**src/rtl/adpcm_mode_pkg.sv**
```systemverilog
`timescale 1ns/1ps
package adpcm_mode_pkg;

  typedef enum logic [1:0] {
    RATE_32K = 2'd0,
    RATE_24K = 2'd1,
    RATE_16K = 2'd2
  } rate_e;

  // Per-sample configuration snapshot
  typedef struct packed {
    logic  from_sw;
    rate_e sel_rate;
    logic  enc;
    logic  mu;
    logic  byp_req;
    logic  idl;
  } snap_t;

  // Algorithm field {sel2,sel1,sel0}; unlisted codes fall back to 32 kbps
  function automatic rate_e decode_alg(input logic [2:0] sel);
    case (sel)
      3'b111:  return RATE_24K;
      3'b101:  return RATE_16K;
      default: return RATE_32K;
    endcase
  endfunction

  // Hardware straps: level now plus level held at the end of reset
  function automatic rate_e strap_rate(input logic hi_now, input logic hi_at_rst);
    if (!hi_now)   return RATE_32K;
    if (hi_at_rst) return RATE_16K;
    return RATE_24K;
  endfunction

  // Signalling frames borrow the LSB: 32 kbps drops to 24 kbps
  function automatic rate_e apply_signalling(input rate_e r, input logic wide);
    return (wide && r == RATE_32K) ? RATE_24K : r;
  endfunction

  function automatic logic [2:0] rate_bits(input rate_e r);
    case (r)
      RATE_24K: return 3'd3;
      RATE_16K: return 3'd2;
      default:  return 3'd4;
    endcase
  endfunction

endpackage

```
**src/rtl/fsync_width_mon.sv**
```systemverilog
`timescale 1ns/1ps
module fsync_width_mon #(
  parameter int WID_W     = 3,
  parameter int SIG_WIDTH = 2
) (
  input  logic clk,
  input  logic rst_n,
  input  logic fsync,
  output logic fs_rise,
  output logic fs_fall,
  output logic fs_wide
);
  localparam logic [WID_W-1:0] CNT_MAX = {WID_W{1'b1}};
  localparam logic [WID_W-1:0] SIG_MIN = WID_W'(SIG_WIDTH);

  logic             fs_d;
  logic [WID_W-1:0] hi_cnt;

  assign fs_rise = fsync & ~fs_d;
  assign fs_fall = ~fsync & fs_d;
  assign fs_wide = fs_fall & (hi_cnt >= SIG_MIN);

  always_ff @(posedge clk or negedge rst_n) begin
    if (!rst_n) begin
      fs_d   <= 1'b0;
      hi_cnt <= '0;
    end else begin
      fs_d <= fsync;
      if (fs_rise)
        hi_cnt <= WID_W'(1);
      else if (fsync && hi_cnt != CNT_MAX)
        hi_cnt <= hi_cnt + WID_W'(1);
    end
  end


  wide_needs_two_chk: assert property (@(posedge clk) disable iff (!rst_n)
    fs_wide |-> ($past(fsync) && $past(fsync, 2)));

endmodule

```
**src/rtl/strap_rate_sel.sv**
```systemverilog
`timescale 1ns/1ps
module strap_rate_sel
  import adpcm_mode_pkg::*;
(
  input  logic  clk,
  input  logic  rst_n,
  input  logic  strap_a,
  input  logic  strap_b,
  output rate_e hw_rate
);
  logic strap_hi;
  logic hi_at_rst;

  assign strap_hi = strap_a & strap_b;

  // Tracks the strap level while reset is held; frozen afterwards
  always_ff @(posedge clk) begin
    if (!rst_n) hi_at_rst <= strap_hi;
  end

  assign hw_rate = strap_rate(strap_hi, hi_at_rst);


  strap_24_low_chk: assert property (@(posedge clk) disable iff (!rst_n)
    (hw_rate == RATE_24K) |-> (strap_a && strap_b));

endmodule

```
**src/rtl/cfg_snapshot.sv**
```systemverilog
`timescale 1ns/1ps
module cfg_snapshot
  import adpcm_mode_pkg::*;
#(
  parameter int CFG_W = 7
) (
  input  logic             clk,
  input  logic             rst_n,
  input  logic             capture,
  input  logic             sw_mode,
  input  logic [CFG_W-1:0] cfg_word,
  input  rate_e            hw_rate,
  input  logic             hw_compress,
  input  logic             hw_mu_law,
  input  logic             hw_idle,
  output snap_t            snap
);
  localparam int ENC_B = 3;
  localparam int MU_B  = 4;
  localparam int BYP_B = 5;
  localparam int IDL_B = 6;

  snap_t next_snap;

  always_comb begin
    if (sw_mode) begin
      next_snap.from_sw  = 1'b1;
      next_snap.sel_rate = decode_alg(cfg_word[2:0]);
      next_snap.enc      = cfg_word[ENC_B];
      next_snap.mu       = cfg_word[MU_B];
      next_snap.byp_req  = cfg_word[BYP_B];
      next_snap.idl      = cfg_word[IDL_B];
    end else begin
      next_snap.from_sw  = 1'b0;
      next_snap.sel_rate = hw_rate;
      next_snap.enc      = hw_compress;
      next_snap.mu       = hw_mu_law;
      next_snap.byp_req  = 1'b0;
      next_snap.idl      = hw_idle;
    end
  end

  always_ff @(posedge clk or negedge rst_n) begin
    if (!rst_n) begin
      snap <= '{from_sw: 1'b0, sel_rate: RATE_32K, enc: 1'b0, mu: 1'b0,
                byp_req: 1'b0, idl: 1'b1};
    end else if (capture) begin
      snap <= next_snap;
    end
  end


  snap_hold_chk: assert property (@(posedge clk) disable iff (!rst_n)
    !$past(capture) |-> $stable(snap));

endmodule

```
**src/rtl/adpcm_mode_ctrl.sv**
```systemverilog
`timescale 1ns/1ps
module adpcm_mode_ctrl
  import adpcm_mode_pkg::*;
#(
  parameter int CFG_W     = 7,
  parameter int WID_W     = 3,
  parameter int SIG_WIDTH = 2
) (
  input  logic             clk,
  input  logic             rst_n,
  input  logic             fsync,
  input  logic             sw_mode,
  input  logic [CFG_W-1:0] cfg_word,
  input  logic             strap_a,
  input  logic             strap_b,
  input  logic             hw_compress,
  input  logic             hw_mu_law,
  input  logic             hw_idle,
  output logic             mode_upd,
  output logic [1:0]       eff_rate,
  output logic [2:0]       code_bits,
  output logic             sig_frame,
  output logic             compress,
  output logic             mu_law,
  output logic             bypass,
  output logic             idle,
  output logic             fill_bit
);
  // Named internal events
  logic  smp_start;
  logic  smp_commit;
  logic  smp_wide;
  rate_e hw_rate;
  snap_t snap;
  rate_e next_rate;
  logic  next_byp;
  logic  next_fill;

  fsync_width_mon #(.WID_W(WID_W), .SIG_WIDTH(SIG_WIDTH)) u_fsmon (
    .clk(clk), .rst_n(rst_n), .fsync(fsync),
    .fs_rise(smp_start), .fs_fall(smp_commit), .fs_wide(smp_wide)
  );

  strap_rate_sel u_strap (
    .clk(clk), .rst_n(rst_n), .strap_a(strap_a), .strap_b(strap_b),
    .hw_rate(hw_rate)
  );

  cfg_snapshot #(.CFG_W(CFG_W)) u_snap (
    .clk(clk), .rst_n(rst_n), .capture(smp_start), .sw_mode(sw_mode),
    .cfg_word(cfg_word), .hw_rate(hw_rate), .hw_compress(hw_compress),
    .hw_mu_law(hw_mu_law), .hw_idle(hw_idle), .snap(snap)
  );

  always_comb begin
    next_rate = apply_signalling(snap.sel_rate, smp_wide);
    next_byp  = snap.byp_req & ~snap.idl;
    next_fill = snap.from_sw & (snap.sel_rate == RATE_24K) & snap.enc
              & ~next_byp & ~snap.idl;
  end

  always_ff @(posedge clk or negedge rst_n) begin
    if (!rst_n) begin
      mode_upd  <= 1'b0;
      eff_rate  <= RATE_32K;
      code_bits <= rate_bits(RATE_32K);
      sig_frame <= 1'b0;
      compress  <= 1'b0;
      mu_law    <= 1'b0;
      bypass    <= 1'b0;
      idle      <= 1'b1;
      fill_bit  <= 1'b0;
    end else begin
      mode_upd <= smp_commit;
      if (smp_commit) begin
        eff_rate  <= next_rate;
        code_bits <= rate_bits(next_rate);
        sig_frame <= smp_wide & (snap.sel_rate == RATE_32K);
        compress  <= snap.enc;
        mu_law    <= snap.mu;
        bypass    <= next_byp;
        idle      <= snap.idl;
        fill_bit  <= next_fill;
      end
    end
  end


  upd_after_fall_chk: assert property (@(posedge clk) disable iff (!rst_n)
    mode_upd |-> (!$past(fsync) && $past(fsync, 2)));


  outputs_hold_chk: assert property (@(posedge clk) disable iff (!rst_n)
    !mode_upd |-> $stable({eff_rate, code_bits, sig_frame, compress, mu_law,
                           bypass, idle, fill_bit}));


  sig_is_24k_chk: assert property (@(posedge clk) disable iff (!rst_n)
    sig_frame |-> (eff_rate == 2'd1 && code_bits == 3'd3));


  bypass_not_idle_chk: assert property (@(posedge clk) disable iff (!rst_n)
    !(bypass && idle));


  fill_qualified_chk: assert property (@(posedge clk) disable iff (!rst_n)
    fill_bit |-> (eff_rate == 2'd1 && compress && !sig_frame && !bypass));

endmodule

```
**config.mk**
```make
export PLATFORM = sky130hd
export DESIGN_NAME = adpcm_mode_ctrl
export DESIGN_NICKNAME = d
export VERILOG_FILES = /design/src/rtl/adpcm_mode_pkg.sv /design/src/rtl/fsync_width_mon.sv /design/src/rtl/strap_rate_sel.sv /design/src/rtl/cfg_snapshot.sv /design/src/rtl/adpcm_mode_ctrl.sv
export SDC_FILE = /design/constraint.sdc
export NUM_CORES = 1
export LEC_CHECK = 0
export ABC_AREA = 1
export BUFFER_PORTS_ARGS = -buffer_cell sky130_fd_sc_hd__buf_2
export CORE_MARGIN = 2
export CORE_UTILIZATION = 50
export CTS_CLUSTER_SIZE = 20
export DETAILED_ROUTE_END_ITERATION = 8
export GPL_ROUTABILITY_DRIVEN = 0
export PLACE_DENSITY_LB_ADDON = 0.3
export SYNTH_ARGS = -nofsm -noshare
export SYNTH_HDL_FRONTEND = slang
export SYNTH_SLANG_ARGS = --single-unit
export TNS_END_PERCENT = 100
```
**constraint.sdc**
```tcl
create_clock -name clk -period 1.88 [get_ports clk]
set_input_delay 0.188 -clock clk [delete_from_list [all_inputs] [get_ports clk]]
set_output_delay 0.188 -clock clk [all_outputs]
set_load 0.03 [all_outputs]
```
==> qor.log, run 1 <==
qor: outcome.outcome finished clean
qor: timing.period_share 80.0%
qor: clock_network.tritoncts_clock_tree built
qor: timing.clock-skew-final 0.0141 ns
qor: timing.timing.slew.headroom 81.3%
qor: setup_path.critPathLaunchType flip-flop
qor: logic_synthesis.synth.cells.most_frequent 38 x sky130_fd_sc_hd__nand2_1, 20 x sky130_fd_sc_hd__dfrtp_1, 13 x sky130_fd_sc_hd__inv_1
qor: timing.max_freq 0.665 GHz
qor: floorplanning.fp.dieArea 0.00250 sq mm
qor: floorplanning.ioPinCount 28
qor: global_routing.grt_start_max_net_pins 24
qor: cells_and_area.multi_input_area 393 sq um
qor: timing.timing.setup.tns 0 ns
qor: cells_and_area.final_layout_size_suffix_gt1_share 28.4%
qor: route.dr_vias 854
qor: floorplanning.fp.dieH 50.0 microns
qor: logic_synthesis.postSynthAreaPerCell 9.14 sq um
qor: clock_network.cts_setup_buffers 0
qor: clock_network.cts_root_buffer sky130_fd_sc_hd__clkbuf_4
qor: cells_and_area.num-nets-final 169
qor: route.routed_wirelength 2090 microns
qor: clock_network.cts_hold_buffers 1
qor: timing.timing_worst_slew_pin_value 0.280 ns
qor: power.power.combinational.fraction 25.0%
qor: power.p_int 0.945 mW
qor: logic_synthesis.flops_latches_synth 24
qor: cells_and_area.layout.area.seq 609 sq um
qor: timing.hold_viol_final 0
qor: power.pwr-share-seq 48.2%
qor: power.power.leakage 0.715 nW
qor: logic_synthesis.syn_inst 116
qor: placed_design.place.port_buffers 27
qor: logic_synthesis.synth_top_area_share 47.2%
qor: logic_synthesis.yosysTopAreaCell sky130_fd_sc_hd__dfrtp_1
qor: placed_design.place_hpwl 1550 microns
qor: clock_network.cts_max_level 1
qor: logic_synthesis.synth_cell_type_count 20
qor: logic_synthesis.synth_most_common_cell sky130_fd_sc_hd__nand2_1
qor: setup_path.critical_path_peak_fanout 3
qor: floorplanning.design.core.area 0.00198 sq mm
qor: route.per_cell_via_count_in_the_routed_design 4.88
qor: clock_network.cts.sink_count 24
qor: logic_synthesis.synthesis.area 0.00106 sq mm
qor: floorplanning.chipWidth 50.0 microns
qor: placed_design.place_inst 170
qor: clock_network.clk-insertion-delay-late 0.32 ns
qor: timing.report.final.slew_viol_count 0
qor: cells_and_area.fillerInstances 170
qor: floorplanning.starting_utilization_of_the_core_area 53.5%
qor: setup_path.worst_ep_required_time 2.12 ns
qor: cells_and_area.antenna-diode-count 0
qor: power.power_density 1070 mW/mm^2
qor: power.peakVddDrop 0.745 mV
qor: cells_and_area.final-instance-count-excl-fill 175
qor: global_routing.first_global_vias 822
qor: min_path.min-delay-path-class in2reg
qor: floorplanning.floorplan.rows 16
qor: logic_synthesis.netlist_top_cells_area sky130_fd_sc_hd__dfrtp_1 47%, sky130_fd_sc_hd__nand2_1 13%, sky130_fd_sc_hd__dfstp_2 7.4%, sky130_fd_sc_hd__ha_1 4.7%, sky130_fd_sc_hd__inv_1 4.6%
qor: cells_and_area.area_delta_synth_final 22.1%
qor: clock_network.clock_path_buffers 2
qor: route.detailedRoute.firstPassIterationCount 4
qor: power.netSwitchingPower 0.437 mW
qor: route.drt-initial-drc-count 18
qor: global_routing.grt_first_pass_wirelength 3620 microns
qor: logic_synthesis.synth-edff-count 1
qor: logic_synthesis.synthesis.nets 136
qor: clock_network.cts_made_buffers 3
qor: setup_path.crit_path_end_kind flip-flop
qor: logic_synthesis.ys_dominant_reg_cell sky130_fd_sc_hd__dfrtp_1
qor: setup_path.critPathArrivalTime 1.74 ns
qor: logic_synthesis.asyncSetResetFlopFracSynth 95.8%
qor: logic_synthesis.synth.yosys.seq_area_share 57.5%
qor: global_routing.number_of_antenna_violations_at_the_first_check_in_global_routing 0
qor: global_routing.globalRouteTotalUtil 19.1%
qor: route.drtAntennaViolNets 0
qor: timing.layout_min_cycle_time 1.50 ns
qor: route.post-route-drc-count 0
qor: clock_network.worst_setup_hold_path_clk_slew 0.12 ns
qor: power.power.clock.fraction 26.8%
qor: setup_path.worst-setup-path-type reg2reg
qor: power.power_switching_share 31.6%
qor: flow_run.number_of_max_cap_violations 0
qor: global_routing.grt_overflow_total 0
qor: clock_network.ctsResizeCount 0
qor: route.routed_wire_length_per_instance 12.0 microns
qor: timing.setup_repair_after_global_routing_missed_its_margin false
qor: logic_synthesis.synth-warning-count 0
qor: timing.final-setup-viol-count 0
final timing paths:
check	start	end	slack, ns	depth (start not counted)
setup / recovery	u_fsmon.hi_cnt[0]	code_bits[1]	0.38	8
max in group asynchronous	rst_n	code_bits[2]	1.21	3
hold / removal	fsync	u_fsmon.fs_d	0.03	1
min in group asynchronous	rst_n	eff_rate[1]	0.39	3
hold reg to reg	idle	idle	0.48	2
setup reg to reg	u_fsmon.hi_cnt[0]	code_bits[1]	0.38	8
power groups by stage:
| stage | Combinational [mW] | Clock (mW) | Sequential [mW] |
|---|---|---|---|
| after floorplan | 0.139 | 0 | 0.767 |
| after global placement | 0.333 | 0 | 0.672 |
| after detailed placement | 0.344 | 0 | 0.675 |
| after CTS | 0.350 | 0.372 | 0.666 |
| after global routing | 0.385 | 0.393 | 0.680 |
| final | 0.345 | 0.371 | 0.666 |
flip-flops by register name, indices dropped and copies added (netlist names):
signal,flops
bypass,1
sig_frame,1
u_strap.hi_at_rst,1
mode_upd,1
u_fsmon.fs_d,1
eff_rate,2
u_fsmon.hi_cnt,3
mu_law,1
fill_bit,1
idle,1
u_snap.snap,7
compress,1
code_bits,3
worst max-delay path: stages, from the launching register on:
cell                      delay [ns]
sky130_fd_sc_hd__dfrtp_1        0.39
sky130_fd_sc_hd__inv_1          0.07
sky130_fd_sc_hd__ha_1           0.19
sky130_fd_sc_hd__nor2_1         0.13
sky130_fd_sc_hd__nand2_1        0.06
sky130_fd_sc_hd__nand2_1        0.09
sky130_fd_sc_hd__nand2_1        0.08
sky130_fd_sc_hd__ha_1           0.29
sky130_fd_sc_hd__o21ai_0        0.15
through the flow:
stage | hold WS, ns | setup WS [ns] | total power [mW] | utilization [%] | instance area [sq um]
6_report | 0.0327 | 0.376 | 1.38 | 65.3 | 1290
5_1_grt | 0.0205 | 0.230 | 1.46 | 65.3 | 1290
4_1_cts | 0.0293 | 0.377 | 1.39 | 65.3 | 1290
3_5_place_dp | 0.224 | 0.413 | 1.02 | 62.1 | 1230
3_3_place_gp | 0.221 | 0.475 | 1.01 | 62.1 | 1230
2_1_floorplan | -0.108 | 0.519 | 0.906 | - | 1060
cell type report:
type                       instances  share of cell area (%)
clock buffer                       3                    1.74
inverter                          14                    4.06
tap                               27                    2.61
timing repair buffer              29                    11.8
clock inverter                     1                    2.32
sequential                        24                    47.1
multi-input combinational         77                    30.4
cells in the final DEF, fill, tap and decap left out, drive strengths merged:
cell / n
ha: 4
o21a: 1
o211ai: 1
o21ai: 8
clkbuf: 3
dfstp: 3
edfxtp: 1
bufinv: 1
buf: 28
nand2: 40
o31ai: 1
nand3: 9
dlygate4sd3: 1
dfrtp: 20
a21oi: 1
nor3: 1
inv: 14
nand4: 3
nor2: 8
layer usage:
layer  vias to the layer above  global-route usage [%]  share of wire, %
li1                        432                       -                 -
met1                       383                    24.1                45
met2                        30                    30.9                47
met3                         9                    3.33               5.1
met4                         0                    10.6               3.4
met5                         -                       0                 0
cell families after synthesis:
logic type / Yosys count / share of synthesized area (%)
AO/OA/AOI/OAI: 12 / 6.73
flip-flops: 24 / 57.5
adder cells (fa/ha/maj): 4 / 4.72
buffers and inverters: 15 / 5.43
AND/OR/NAND/NOR: 61 / 25.6
Power figures use the tool's default switching activity.
==> run 2: changes to the inputs <==
==> constraint.sdc (replaced) <==
create_clock -name clk -period 1.45 [get_ports clk]
set_input_delay 0.145 -clock clk [delete_from_list [all_inputs] [get_ports clk]]
set_output_delay 0.145 -clock clk [all_outputs]
set_load 0.03 [all_outputs]
==> run 2 against run 1 <==
  * Clock skew is 0.012 ns lower
  * Die area unchanged
  * Maximum frequency is 4.8% higher
  * Total power grew 26%
  * Count of clock-buffer cells in the layout up 1
  * Critical path depth shrank 1
  * Critical path type unchanged
  * Highest routed layer unchanged
==> qor.log, run 2 (synthesis results as in run 1) <==
qor: outcome.outcome finished clean
qor: timing.final.hold.worst_slack 0.0324 ns [-0.000332 ns]
qor: timing.clock-skew-final 0.00215 ns [-0.0120 ns]
qor: floorplanning.fp.dieArea 0.00250 sq mm [unchanged]
qor: global_routing.grt_overflow_total 0 [unchanged]
qor: timing.report.final.slew_viol_count 0 [unchanged]
qor: setup_path.critical_path_peak_fanout 4 [+1]
qor: cells_and_area.num-nets-final 173 [+2.4%]
qor: floorplanning.chipWidth 50.0 microns [unchanged]
qor: flow_run.number_of_max_cap_violations 0 [unchanged]
qor: floorplanning.design.core.area 0.00198 sq mm [unchanged]
qor: clock_network.clock_path_buffers 2 [unchanged]
qor: floorplanning.ioPinCount 28 [unchanged]
qor: cells_and_area.largest_register_ff_count 7 [unchanged]
qor: setup_path.critPathLaunchType flip-flop
qor: timing.final-setup-viol-count 0 [unchanged]
qor: timing.final_critical_path_setup_slack 0.0148 ns [-0.362 ns]
qor: power.power.total 1.74 mW [+26%]
qor: floorplanning.fp.dieH 50.0 microns [unchanged]
qor: route.routed_wire_length_per_instance 11.9 microns [-0.32%]
qor: clock_network.cts_made_buffers 3 [unchanged]
qor: cells_and_area.mostFrequentLayoutCells 36 x sky130_fd_sc_hd__nand2_1, 27 x sky130_fd_sc_hd__buf_2, 20 x sky130_fd_sc_hd__dfrtp_1
qor: setup_path.crit_path_end_kind flip-flop
qor: timing.max_freq 0.697 GHz [+4.8%]
qor: cells_and_area.final_util 68.5% [+3.2 points]
qor: power.power.leakage 0.725 nW [+1.4%]
qor: placed_design.place_inst 171 [+0.59%]
qor: power.power_density 1280 mW/mm^2 [+20%]
qor: global_routing.globalRouteTotalUtil 17.6% [-1.5 points]
qor: route.routed_wirelength 2140 microns [+2.0%]
qor: cells_and_area.final_common_cell sky130_fd_sc_hd__nand2_1
qor: route.post-route-drc-count 0 [unchanged]
qor: timing.timing_worst_slew_pin_value 0.289 ns [+0.00882 ns]
qor: setup_path.cp_slowest_stage_delay 0.45 ns [+0.06 ns]
qor: setup_path.worst_ep_required_time 1.69 ns [-0.43 ns]
qor: placed_design.place.port_buffers 27 [unchanged]
qor: cells_and_area.antenna-diode-count 0 [unchanged]
qor: timing.timing.slew.headroom 80.7% [-0.59 points]
qor: route.drtAntennaViolNets 0 [unchanged]
qor: setup_path.critPathArrivalTime 1.68 ns [-0.06 ns]
qor: cells_and_area.area_delta_synth_final 28.1%
qor: setup_path.critical-path-slowest-cell sky130_fd_sc_hd__dfrtp_1
qor: clock_network.clk-insertion-delay-late 0.30 ns [-0.02 ns]
qor: placed_design.dp_slack -0.0390 ns [-0.452 ns]
qor: cells_and_area.largest_registers u_snap.snap (7), code_bits (3), u_fsmon.hi_cnt (3)
qor: cells_and_area.fin_area 0.00136 sq mm [+4.9%]
qor: power.peakVddDrop 0.650 mV [-13%]
qor: placed_design.detailed_place.area 0.00124 sq mm [+0.61%]
qor: global_routing.grt_start_max_net_pins 24 [unchanged]
qor: timing.period_share 99.0% [+19 points]
qor: route.drt-initial-drc-count 18 [unchanged]
qor: cells_and_area.final_layout_size_suffix_gt1_share 37.5% [+9.1 points]
qor: route.detailedRoute.firstPassIterationCount 4 [unchanged]
qor: global_routing.first_global_vias 820 [-0.24%]
qor: timing.timing.setup.tns 0 ns [unchanged]
qor: placed_design.place_hpwl 1480 microns [-4.7%]
qor: min_path.min-delay-path-class in2reg
qor: route.dr_vias 892 [+4.4%]
qor: global_routing.number_of_antenna_violations_at_the_first_check_in_global_routing 0 [unchanged]
qor: global_routing.grt_first_pass_wirelength 3440 microns [-5.1%]
qor: floorplanning.floorplan.rows 16 [unchanged]
qor: cells_and_area.largest-register u_snap.snap
qor: clock_network.worst_setup_hold_path_clk_slew 0.13 ns [about the same]
qor: timing.hold_viol_final 0 [unchanged]
qor: clock_network.tritoncts_clock_tree built
qor: floorplanning.starting_utilization_of_the_core_area 53.5% [unchanged]
qor: cells_and_area.final-instance-count-excl-fill 179 [+2.3%]
qor: clock_network.cts_root_buffer sky130_fd_sc_hd__clkbuf_4
qor: setup_path.worstPathCellList ha_2 > nor2_2 > nand2_1 > nand2_2 > nand2_4 > ha_4 > o21ai_2
qor: setup_path.worst-setup-path-type reg2reg
qor: timing.layout_min_cycle_time 1.44 ns [-0.0684 ns]
qor: clock_network.cts.sink_count 24 [unchanged]
qor: clock_network.cts_max_level 1 [unchanged]
qor: route.per_cell_via_count_in_the_routed_design 4.98 [+2.1%]
[run 2: changes by cell type in the layout (fill, tap and decap cells not counted), moves of 2 or more]
| cell | previous run | this run |
|---|---|---|
| sky130_fd_sc_hd__inv_1 | 13 | 10 |
| sky130_fd_sc_hd__inv_2 | 1 | 4 |
| sky130_fd_sc_hd__o21ai_2 | 0 | 2 |
| sky130_fd_sc_hd__ha_1 | 4 | 0 |
| sky130_fd_sc_hd__buf_4 | 1 | 4 |
| sky130_fd_sc_hd__ha_2 | 0 | 3 |
| sky130_fd_sc_hd__nand2_1 | 38 | 36 |
| sky130_fd_sc_hd__o21ai_0 | 7 | 5 |
[run 2: path summary, 6_finish.rpt]
path	from	cells after the start	slack, ns	end
max in group asynchronous	rst_n	3	0.80	idle
min in group asynchronous	rst_n	3	0.36	eff_rate[0]
max	u_fsmon.hi_cnt[1]	7	0.01	code_bits[1]
max reg2reg	u_fsmon.hi_cnt[1]	7	0.01	code_bits[1]
min reg2reg	idle	2	0.48	idle
min	cfg_word[6]	3	0.03	u_snap.snap[0]
[run 2: timing repair]
item	in CTS	in global routing
hold buffers	2	0
pin swaps	3	4
endpoints found under the hold margin	21	0
buffers inserted	1	1
resized for setup	2	14
setup endpoints to repair	1	5
[run 2: routing by layer]
layer,wire length [microns],GRT usage (%),vias up
li1,-,-,444
met1,975,25.6,413
met2,1020,27.0,33
met3,132,2.73,2
met4,9,5.56,0
met5,0,0,-
[run 2: layout make-up]
cell class	count	area (sq um)
fill	146	624
clock buffer	4	36.3
tap	27	33.8
multi-input combinational	77	440
inverter	14	52.6
timing repair buffer	33	185
sequential	24	609
[run 2: worst max-delay path, delay by kind of cell, from the launching register on]
kind                       cells  cell delay, ns
adders and majority gates      2            0.43
and+or+nand+nor                4            0.37
AOI/OAI and AO/OA              1            0.12
DFF                            1            0.45
[run 2: power by group]
group | leakage, nW | internal [mW] | switching, mW
clock | 0.0210 | 0.153 | 0.193
sequential | 0.296 | 0.799 | 0.0733
combinational | 0.408 | 0.192 | 0.331
